**src/rtl/fft8_pkg.sv**
```systemverilog
package fft8_pkg;
  localparam int NPTS = 8;
  localparam int NSTG = 3;
  // 1/sqrt2 ~= 181/256 = 2^-1 + 2^-3 + 2^-4 + 2^-6 + 2^-8
  localparam int RC_SH = 8;
endpackage

```
**src/rtl/fft8_rot45.sv**
```systemverilog
module fft8_rot45 #(
  parameter int W = 18
) (
  input  logic signed [W-1:0] s_i,
  output logic signed [W-1:0] p_o
);
  localparam int PW = W + fft8_pkg::RC_SH;

  logic signed [PW-1:0] sx;
  logic signed [PW-1:0] acc;

  assign sx  = {{fft8_pkg::RC_SH{s_i[W-1]}}, s_i};
  assign acc = (sx <<< 7) + (sx <<< 5) + (sx <<< 4) + (sx <<< 2) + sx;
  // floor division by 2^RC_SH
  assign p_o = acc[PW-1:fft8_pkg::RC_SH];
endmodule

```
**src/rtl/fft8_twiddle.sv**
```systemverilog
module fft8_twiddle #(
  parameter int W = 17,
  parameter int E = 1
) (
  input  logic                inv_i,
  input  logic signed [W-1:0] re_i,
  input  logic signed [W-1:0] im_i,
  output logic signed [W:0]   re_o,
  output logic signed [W:0]   im_o
);
  logic signed [W:0] rx, ix;
  assign rx = {re_i[W-1], re_i};
  assign ix = {im_i[W-1], im_i};

  if (E == 2) begin : g_quarter
    // -j forward, +j inverse
    assign re_o = inv_i ? -ix : ix;
    assign im_o = inv_i ? rx  : -rx;
  end else begin : g_diag
    logic signed [W:0] sr, si;
    always_comb begin
      if (E == 1) begin
        sr = inv_i ? (rx - ix) : (rx + ix);
        si = inv_i ? (rx + ix) : (ix - rx);
      end else begin
        sr = inv_i ? (-rx - ix) : (ix - rx);
        si = inv_i ? (rx - ix)  : (-rx - ix);
      end
    end
    fft8_rot45 #(.W(W + 1)) u_rot_re (.s_i(sr), .p_o(re_o));
    fft8_rot45 #(.W(W + 1)) u_rot_im (.s_i(si), .p_o(im_o));
  end
endmodule

```
**src/rtl/fft8_stage.sv**
```systemverilog
module fft8_stage #(
  parameter int W = 17,
  parameter int S = 0
) (
  input  logic                             clk_i,
  input  logic                             rst_ni,
  input  logic                             en_i,
  input  logic                             inv_i,
  input  logic [fft8_pkg::NPTS*W-1:0]      d_re_i,
  input  logic [fft8_pkg::NPTS*W-1:0]      d_im_i,
  output logic [fft8_pkg::NPTS*W-1:0]      q_re_o,
  output logic [fft8_pkg::NPTS*W-1:0]      q_im_o
);
  localparam int NP    = fft8_pkg::NPTS;
  localparam int H     = 1 << S;
  localparam int RSTEP = (NP / 2) >> S;

  for (genvar p = 0; p < NP / 2; p++) begin : g_bf
    localparam int TOP = (p / H) * 2 * H + (p % H);
    localparam int BOT = TOP + H;
    localparam int E   = (p % H) * RSTEP;

    logic signed [W-1:0] a_re, a_im, b_re, b_im;
    logic signed [W:0]   w_re, w_im;
    logic signed [W+1:0] s_re, s_im, t_re, t_im;
    logic signed [W:0]   hs_re, hs_im, ht_re, ht_im;
    logic        [W-1:0] qt_re, qt_im, qb_re, qb_im;

    assign a_re = d_re_i[TOP*W +: W];
    assign a_im = d_im_i[TOP*W +: W];
    assign b_re = d_re_i[BOT*W +: W];
    assign b_im = d_im_i[BOT*W +: W];

    if (E == 0) begin : g_pass
      assign w_re = {b_re[W-1], b_re};
      assign w_im = {b_im[W-1], b_im};
    end else begin : g_rot
      fft8_twiddle #(.W(W), .E(E)) u_tw (
        .inv_i (inv_i),
        .re_i  (b_re),
        .im_i  (b_im),
        .re_o  (w_re),
        .im_o  (w_im)
      );
    end

    assign s_re = {{2{a_re[W-1]}}, a_re} + {w_re[W], w_re} + (W+2)'(1);
    assign s_im = {{2{a_im[W-1]}}, a_im} + {w_im[W], w_im} + (W+2)'(1);
    assign t_re = {{2{a_re[W-1]}}, a_re} - {w_re[W], w_re} + (W+2)'(1);
    assign t_im = {{2{a_im[W-1]}}, a_im} - {w_im[W], w_im} + (W+2)'(1);

    // rounded halving
    assign hs_re = s_re[W+1:1];
    assign hs_im = s_im[W+1:1];
    assign ht_re = t_re[W+1:1];
    assign ht_im = t_im[W+1:1];

    always_ff @(posedge clk_i or negedge rst_ni) begin
      if (!rst_ni) begin
        qt_re <= '0;
        qt_im <= '0;
        qb_re <= '0;
        qb_im <= '0;
      end else if (en_i) begin
        qt_re <= hs_re[W-1:0];
        qt_im <= hs_im[W-1:0];
        qb_re <= ht_re[W-1:0];
        qb_im <= ht_im[W-1:0];
      end
    end

    assign q_re_o[TOP*W +: W] = qt_re;
    assign q_im_o[TOP*W +: W] = qt_im;
    assign q_re_o[BOT*W +: W] = qb_re;
    assign q_im_o[BOT*W +: W] = qb_im;

    assert_no_overflow_R8: assert property (@(posedge clk_i) disable iff (!rst_ni)
      en_i |-> (hs_re[W] == hs_re[W-1]) && (hs_im[W] == hs_im[W-1]) &&
               (ht_re[W] == ht_re[W-1]) && (ht_im[W] == ht_im[W-1]));
  end
endmodule

```
**src/rtl/fft8_top.sv**
```systemverilog
module fft8_top #(
  parameter int DW = 16
) (
  input  logic                               clk_i,
  input  logic                               rst_ni,
  input  logic                               start_i,
  input  logic                               inverse_i,
  input  logic [fft8_pkg::NPTS*DW-1:0]       x_re_i,
  input  logic [fft8_pkg::NPTS*DW-1:0]       x_im_i,
  output logic                               done_o,
  output logic [fft8_pkg::NPTS*(DW+1)-1:0]   y_re_o,
  output logic [fft8_pkg::NPTS*(DW+1)-1:0]   y_im_o
);
  localparam int NP = fft8_pkg::NPTS;
  localparam int NS = fft8_pkg::NSTG;
  localparam int OW = DW + 1;

  logic [NP*OW-1:0] c_re [NS+1];
  logic [NP*OW-1:0] c_im [NS+1];
  logic [NS-1:0]    vld, invq, en, inv;

  for (genvar i = 0; i < NP; i++) begin : g_sx
    assign c_re[0][i*OW +: OW] = {x_re_i[i*DW+DW-1], x_re_i[i*DW +: DW]};
    assign c_im[0][i*OW +: OW] = {x_im_i[i*DW+DW-1], x_im_i[i*DW +: DW]};
  end

  always_ff @(posedge clk_i or negedge rst_ni) begin
    if (!rst_ni) begin
      vld  <= '0;
      invq <= '0;
    end else begin
      vld  <= {vld[NS-2:0], start_i};
      invq <= {invq[NS-2:0], inverse_i};
    end
  end

  assign en  = {vld[NS-2:0], start_i};
  assign inv = {invq[NS-2:0], inverse_i};

  for (genvar s = 0; s < NS; s++) begin : g_col
    fft8_stage #(.W(OW), .S(s)) u_stage (
      .clk_i  (clk_i),
      .rst_ni (rst_ni),
      .en_i   (en[s]),
      .inv_i  (inv[s]),
      .d_re_i (c_re[s]),
      .d_im_i (c_im[s]),
      .q_re_o (c_re[s+1]),
      .q_im_o (c_im[s+1])
    );
  end

  assign done_o = vld[NS-1];
  assign y_re_o = c_re[NS];
  assign y_im_o = c_im[NS];

  assert_done_latency_R2: assert property (@(posedge clk_i) disable iff (!rst_ni)
    start_i |-> ##3 done_o);
  assert_done_source_R2: assert property (@(posedge clk_i) disable iff (!rst_ni)
    done_o |-> $past(start_i, 3));
  assert_hold_R7: assert property (@(posedge clk_i) disable iff (!rst_ni)
    !done_o |-> ($stable(y_re_o) && $stable(y_im_o)));
endmodule

```
**config.mk**
```make
export PLATFORM = sky130hd
export DESIGN_NAME = fft8_top
export DESIGN_NICKNAME = d
export VERILOG_FILES = /design/src/rtl/fft8_pkg.sv /design/src/rtl/fft8_rot45.sv /design/src/rtl/fft8_twiddle.sv /design/src/rtl/fft8_stage.sv /design/src/rtl/fft8_top.sv
export SDC_FILE = /design/constraint.sdc
export NUM_CORES = 2
export LEC_CHECK = 0
export ABC_AREA = 1
export BUFFER_PORTS_ARGS = -buffer_cell sky130_fd_sc_hd__clkbuf_2
export CAP_MARGIN = 40
export CORE_AREA = 10 10 567 569
export CTS_BUF_LIST = sky130_fd_sc_hd__clkbuf_4 sky130_fd_sc_hd__clkbuf_8 sky130_fd_sc_hd__clkbuf_16
export CTS_CLUSTER_SIZE = 20
export DETAILED_ROUTE_END_ITERATION = 6
export DIE_AREA = 0 0 577 579
export REMOVE_ABC_BUFFERS = 1
export SETUP_SLACK_MARGIN = 0.15
export SYNTH_ARGS = -nofsm -noshare
export SYNTH_HDL_FRONTEND = slang
export SYNTH_SLANG_ARGS = --single-unit
```
**constraint.sdc**
```tcl
create_clock -name clk_i -period 7.5 [get_ports clk_i]
set_input_delay 1.125 -clock clk_i [delete_from_list [all_inputs] [get_ports clk_i]]
set_output_delay 1.125 -clock clk_i [all_outputs]
set_load 0.05 [all_outputs]
```
### Yosys cells after proc, flatten, opt, wreduce, memory -nomap -nowiden

Cells that the tools add are included.

| storage, ports and cells | value |
|---|---|
| bits in registers | 821 |
| bits in latches | 0 |
| bits in writable memories | 0 |
| bits in read-only memories | 0 |
| input port bits | 260 |
| output and inout port bits | 273 |
| logic and storage cells | 185 |
| memories | 0 |

| cells by class | value |
|---|---|
| $add $sub $neg | 125 |
| multipliers | 0 |
| divide/modulo/power cells | 0 |
| order comparisons | 0 |
| equality and inequality tests | 0 |
| shift-type cells | 0 |
| multiplexer cells | 10 |
| bitwise operators | 0 |
| reductions and logical operators | 0 |

Operators with widths:

| operator | number |
|---|---|
| adder 18 x 1 -> 18 bit, second input constant | 48 |
| adder 17 x 18 -> 18 bit | 10 |
| two-way mux 18 bit | 10 |
| subtractor 17 x 17 -> 18 bit | 10 |
| subtractor 17 x 18 -> 18 bit | 10 |
| adder 16 x 16 -> 17 bit | 8 |
| subtractor 16 x 16 -> 17 bit | 8 |
| adder 17 x 17 -> 18 bit | 7 |
| negator 17 -> 18 bit | 7 |
| adder 25 x 23 -> 26 bit | 4 |
| adder 26 x 18 -> 26 bit | 4 |
| adder 26 x 20 -> 26 bit | 4 |
| adder 26 x 22 -> 26 bit | 4 |
| subtractor 18 x 17 -> 18 bit | 1 |

### Logic depth before layout (Yosys ltp)

| depth | value |
|---|---|
| depth after elaboration | 9 |
| gate-level depth with buffers | 47 |
| depth with buffers taken out | 47 |

### Cells and area by module

A second synthesis with hierarchy kept.

| second synthesis, totals | value |
|---|---|
| cell total of the unflattened synthesis | 15105 |
| area total of the unflattened synthesis | 99909.6 um2 |

Modules (own cells, without submodules):

| module | instances | cells each | area each (um2) | sequential area each (um2) |
|---|---|---|---|---|
| fft8_stage at g_col[1].u_stage | 1 | 3920 | 26550.5 | 6806.5 |
| fft8_stage at g_col[2].u_stage | 1 | 3925 | 26550.5 | 6806.5 |
| fft8_stage at g_col[0].u_stage | 1 | 3934 | 26524.2 | 6806.5 |
| fft8_rot45 at g_col[2].u_stage.g_bf[1].g_rot.u_tw.g_diag.u_rot_re ... | 2 | 360 | 2563.7 | 0.0 |
| fft8_twiddle at g_col[2].u_stage.g_bf[3].g_rot.u_tw | 1 | 637 | 3503.4 | 0.0 |
| fft8_twiddle at g_col[2].u_stage.g_bf[1].g_rot.u_tw | 1 | 604 | 3251.9 | 0.0 |
| fft8_twiddle at g_col[1].u_stage.g_bf[1].g_rot.u_tw ... | 3 | 211 | 1017.2 | 0.0 |
| fft8_rot45 at g_col[2].u_stage.g_bf[1].g_rot.u_tw.g_diag.u_rot_im | 1 | 362 | 2621.3 | 0.0 |
| fft8_rot45 at g_col[2].u_stage.g_bf[3].g_rot.u_tw.g_diag.u_rot_re | 1 | 365 | 2603.7 | 0.0 |
| fft8_top | 1 | 5 | 125.1 | 125.1 |

### Least setup slack after synthesis

OpenSTA, ideal clock, no wires.

| timing path | value |
|---|---|
| kind | reg2reg |
| from | register g_col[1].u_stage.g_bf[3].qb_re[1] |
| to | register g_col[2].u_stage.g_bf[3].qb_re[14] |
| setup time | 133 ps |
| arrival time | 6972 ps |
| data required time | 7367 ps |
| slack | 395 ps |
| stages on the path, launching flop included | 36 |
| buffers on the path | 0 |
| period minus slack after synthesis | 7105 ps |
| cells stage by stage | dfrtp_1 > inv_1 > ha_1 > ha_1 > inv_1 > fa_1 > o21ai_1 > nand2_1 > nand2_1 > xor2_1 > inv_1 > o21ai_0 > fa_1 > ha_1 > xor2_1 > fa_1 > inv_1 > ha_1 > a21oi_1 > o21ai_0 > a21oi_1 > o21ai_0 > xor2_1 > ha_1 > inv_1 > ha_1 > a21oi_1 > inv_1 > a31oi_1 > o21ai_0 > a21boi_0 > o21ai_0 > nand2_1 > nand2_1 > xnor2_1 > o21ai_0 |

| between the ends | value |
|---|---|
| word-level cells in the longest chain between the ends | 9 |
| elaborated cells between the ends (all ways) | 10 |
| classes of those cells | add/sub: 9; mux: 1 |

Ends and longest elaborated chain:

| item | line | text |
|---|---|---|
| start, declared | fft8_stage.sv:27 | `logic [W-1:0] qt_re, qt_im, qb_re, qb_im;` |
| start signal, assigned | fft8_stage.sv:67 | `qb_re <= ht_re[W-1:0];` |
| negator 17 -> 18 bit | fft8_twiddle.sv:26 | `sr = inv_i ? (-rx - ix) : (ix - rx);` |
| subtractor 18 x 17 -> 18 bit | fft8_twiddle.sv:26 |  |
| two-way mux 18 bit * | fft8_twiddle.sv:26 |  |
| adder 25 x 23 -> 26 bit | fft8_rot45.sv:13 | `assign acc = (sx <<< 7) + (sx <<< 5) + (sx <<< 4) + (sx <<< 2) + sx;` |
| adder 26 x 22 -> 26 bit | fft8_rot45.sv:13 |  |
| adder 26 x 20 -> 26 bit | fft8_rot45.sv:13 |  |
| adder 26 x 18 -> 26 bit * | fft8_rot45.sv:13 |  |
| subtractor 17 x 18 -> 18 bit * | fft8_stage.sv:49 | `assign t_re = {{2{a_re[W-1]}}, a_re} - {w_re[W], w_re} + (W+2)'(1);` |
| adder 18 x 1 -> 18 bit * | fft8_stage.sv:49 |  |
| end signal, assigned | fft8_stage.sv:67 |  |
| end, declared | fft8_stage.sv:27 |  |

Mark *: on every way between the ends. The rest lies on a longest branch, timed or not.
A chain may end at the register's enable or synchronous reset.

### Worst setup path after layout

| timing path | value |
|---|---|
| from | register g_col[1].u_stage.g_bf[3].qb_re[1] |
| to | register g_col[2].u_stage.g_bf[3].qb_re[13] |

The elaborated chain is that of the path after synthesis.

==> impl_metrics.tcl <==
set metrics [dict create \
    synth_top_area_share_pct 21.5 \
    slew_headroom_pct 31.3 \
    avgViaCountPerCell 4.79 \
    clock.fmax_ghz 0.143 \
    die_x_um 577 \
    finalCritPeriodShare_pct 93.6 \
    grt_max_degree 196 \
    worst_ep_arrival_time_ps 7720 \
    synthTopCellsByArea "dfrtp_1 22%, ha_1 18%, nand2_1 13%" \
    final_nets 15700 \
    finalCoreUtilization_pct 34.6 \
    clk_latency_ps 880 \
    syn_inst 13600 \
    cts_max_path_buffers 4 \
    antenna_found_initial 64 \
    hp-class "input pin to async pin" \
    yosysWarnings 0 \
    drt_iter0_drc 6099 \
    core_um2 310000 \
    critical_path.startpoint "g_col[1].u_stage.g_bf[3].qb_re[1]$_DFFE_PN0P_" \
    wl_per_cell_um 18.0 \
    gp_congestion 0.962 \
    syn-cell-area_um2 95500 \
    synth_seq_cells 821 \
    syn_area_per_cell_um2 7.01 \
    grt_remaining_overflow 0 \
    path_delay_family "adder cells" \
    worstPathMaxFanout 5 \
    port_buffers 532 \
    htree_levels 3 \
    fin_worst_skew_ps 105 \
    synth_cell_type_count 70 \
    startpoint_type "flop" \
    ys_seq_area_share_pct 21.5 \
    reg2reg_to "g_col[2].u_stage.g_bf[3].qb_re[13]$_DFFE_PN0P_" \
    rsz0062_at_grt "true" \
    setup_viol 0 \
    synth_top_cell_by_area "dfrtp_1" \
    status "finished, final reports clean" \
    cp-end-kind "flop" \
    drv_cap 0 \
    dp_hpwl_mm 274 \
    hold_violations 0 \
    slowest_delay_ps 590 \
    clock-sinks 821 \
    post-route-drc-count 0 \
    die-area_um2 334000 \
    area_growth_pct 12.5 \
    drv_slew 0 \
    cts_tree "done" \
    ant_nets 0 \
    drtPass1Iterations 6 \
    crit_path_frequent_cell "nand2_1" \
    grt_pass1_wl_mm 496 \
    path_depth 40 \
    grtUsageTotal_pct 18.8 \
    r2r_slack_ps 480 \
    required_ps 8200 \
    vias 87100 \
    ios 533 \
    drive_gt1_share_pct 10.4 \
    cts_buffers 107 \
    r2r-start "g_col[1].u_stage.g_bf[3].qb_re[1]$_DFFE_PN0P_" \
    path_class "flop to flop" \
    initial_core_util_pct 30.8 \
    path_clk_slew_ps 70 \
    fp.dieH_um 579 \
    cts_hold_buf 0 \
    path_buf_inv 6 \
    ff2ff_path_depth 40 \
    wirelength_mm 327 \
    tightest_slew_ps 1030 \
    cts_root_buf "clkbuf_16" \
    cp_slowest_cell "fa_1" \
    period_needed_ps 7020 \
    first_global_vias 83100 \
    row_count 205 \
]
logic make-up (layout without fill, tap and decap cells):
group                    Yosys count  after routing  synth area share, %
flip-flops                       821            821                 21.5
AO/OA/AOI/OAI                   2406           2406                 14.0
buffers and inverters           2608           3007                 11.4
XOR/XNOR                         847            847                 7.93
adder cells (fa/ha/maj)         1523           1523                 21.4
AND/OR/NAND/NOR                 5415           5415                 23.7
other                              0             24                    0
cell usage after synthesis, drive strengths merged:
master and count:
nand2 3304, o21bai 67, a211oi 36, a21oi 833, a31o 13, fa 182, and2 3, nand4 191
a311oi 1, o221a 1, clkinv 5, nor4 30, and2b 1, inv 2051, o2111a 1, nor3b 4
o211ai 10, o311ai 1, o31ai 66, o221ai 1, buf 335, o22ai 17, nand3 746, nor2 868
a21boi 64, ha 1341, clkbuf 217, a221oi 9, or2 78, xor2 610, nand3b 15, a31oi 137
a22oi 2, nor3 167, a2111oi 1, o2111ai 11, dfrtp 821, a221o 1, o21ai 1048, and3 7
a21o 73, nand2b 1, xnor2 237, o21a 13
layout by cell type (no fill, tap or decap), drive strengths merged, types with 3 or more instances in the layout:
cell / instances
clkbuf: 675
ha: 1341
o21ai: 1048
a211oi: 36
xnor2: 237
clkinv: 23
o21bai: 67
bufinv: 16
a221oi: 9
nand4: 191
nor3b: 4
nand3b: 15
a21boi: 64
o2111ai: 11
o31ai: 66
buf: 232
a31oi: 137
o22ai: 17
nor3: 167
and3: 7
nand3: 746
and2: 3
dfrtp: 821
a21oi: 833
inv: 2055
a21o: 73
o21a: 13
or2: 78
clkinvlp: 6
fa: 182
diode: 24
o211ai: 10
nand2: 3304
nor2: 868
xor2: 610
a31o: 13
nor4: 30
how the worst max path moves through the flow:
stage                                                                 to
final                     g_col[2].u_stage.g_bf[3].qb_re[13]$_DFFE_PN0P_
after global routing      g_col[2].u_stage.g_bf[3].qb_re[13]$_DFFE_PN0P_
after CTS                 g_col[2].u_stage.g_bf[3].qb_re[16]$_DFFE_PN0P_
after detailed placement  g_col[2].u_stage.g_bf[3].qb_re[14]$_DFFE_PN0P_
after floorplan           g_col[2].u_stage.g_bf[1].qb_im[16]$_DFFE_PN0P_
after global placement    g_col[2].u_stage.g_bf[3].qb_re[14]$_DFFE_PN0P_
flip-flops by register name, summed over array words and instances (netlist names):
| register | flops |
|---|---|
| invq | 2 |
| g_col.u_stage.g_bf.qb_re | 204 |
| g_col.u_stage.g_bf.qt_re | 204 |
| g_col.u_stage.g_bf.qt_im | 204 |
| g_col.u_stage.g_bf.qb_im | 204 |
| vld | 3 |
what timing repair did:
action	in CTS	in global routing
cloned	0	0
setup buffers	3	50
setup endpoints to repair	19	69
gates resized for setup	18	336
pin swaps	3	65
endpoints found under the hold margin	0	0
stage by stage:
step	hold WS (ps)	worst slack (ps)	area, um2	instances	setup TNS, ps
after detailed placement	458	-60.4	102000	17900	-124
after global placement	456	35.7	102000	17900	0
final	351	483	108000	18200	0
after global routing	373	52.5	107000	18200	0
after floorplan	449	-2230	92300	13100	-909610
after CTS	335	124	106000	18100	0
final cells by class:
type / instances / area, um2
fill: 33500 / 203000
antenna: 24 / 60.1
inverter: 2056 / 7740
sequential: 821 / 20600
clock inverter: 44 / 654
clock buffer: 145 / 3120
multi-input combinational: 10200 / 65600
timing repair buffer: 762 / 4560
tap: 4140 / 5180
per-layer routing:
layer | track usage (%) | part of all wire (%) | routed length [um]
met2 | 30.7 | 45 | 145000
met1 | 25.5 | 46 | 152000
met3 | 2.61 | 5.2 | 17000
met5 | 0 | 0.054 | 176
met4 | 5.87 | 3.8 | 12300
Power is left out: the tool's default activity adds up to more than one toggle a clock period on the data nets, which glitch-free logic cannot reach.
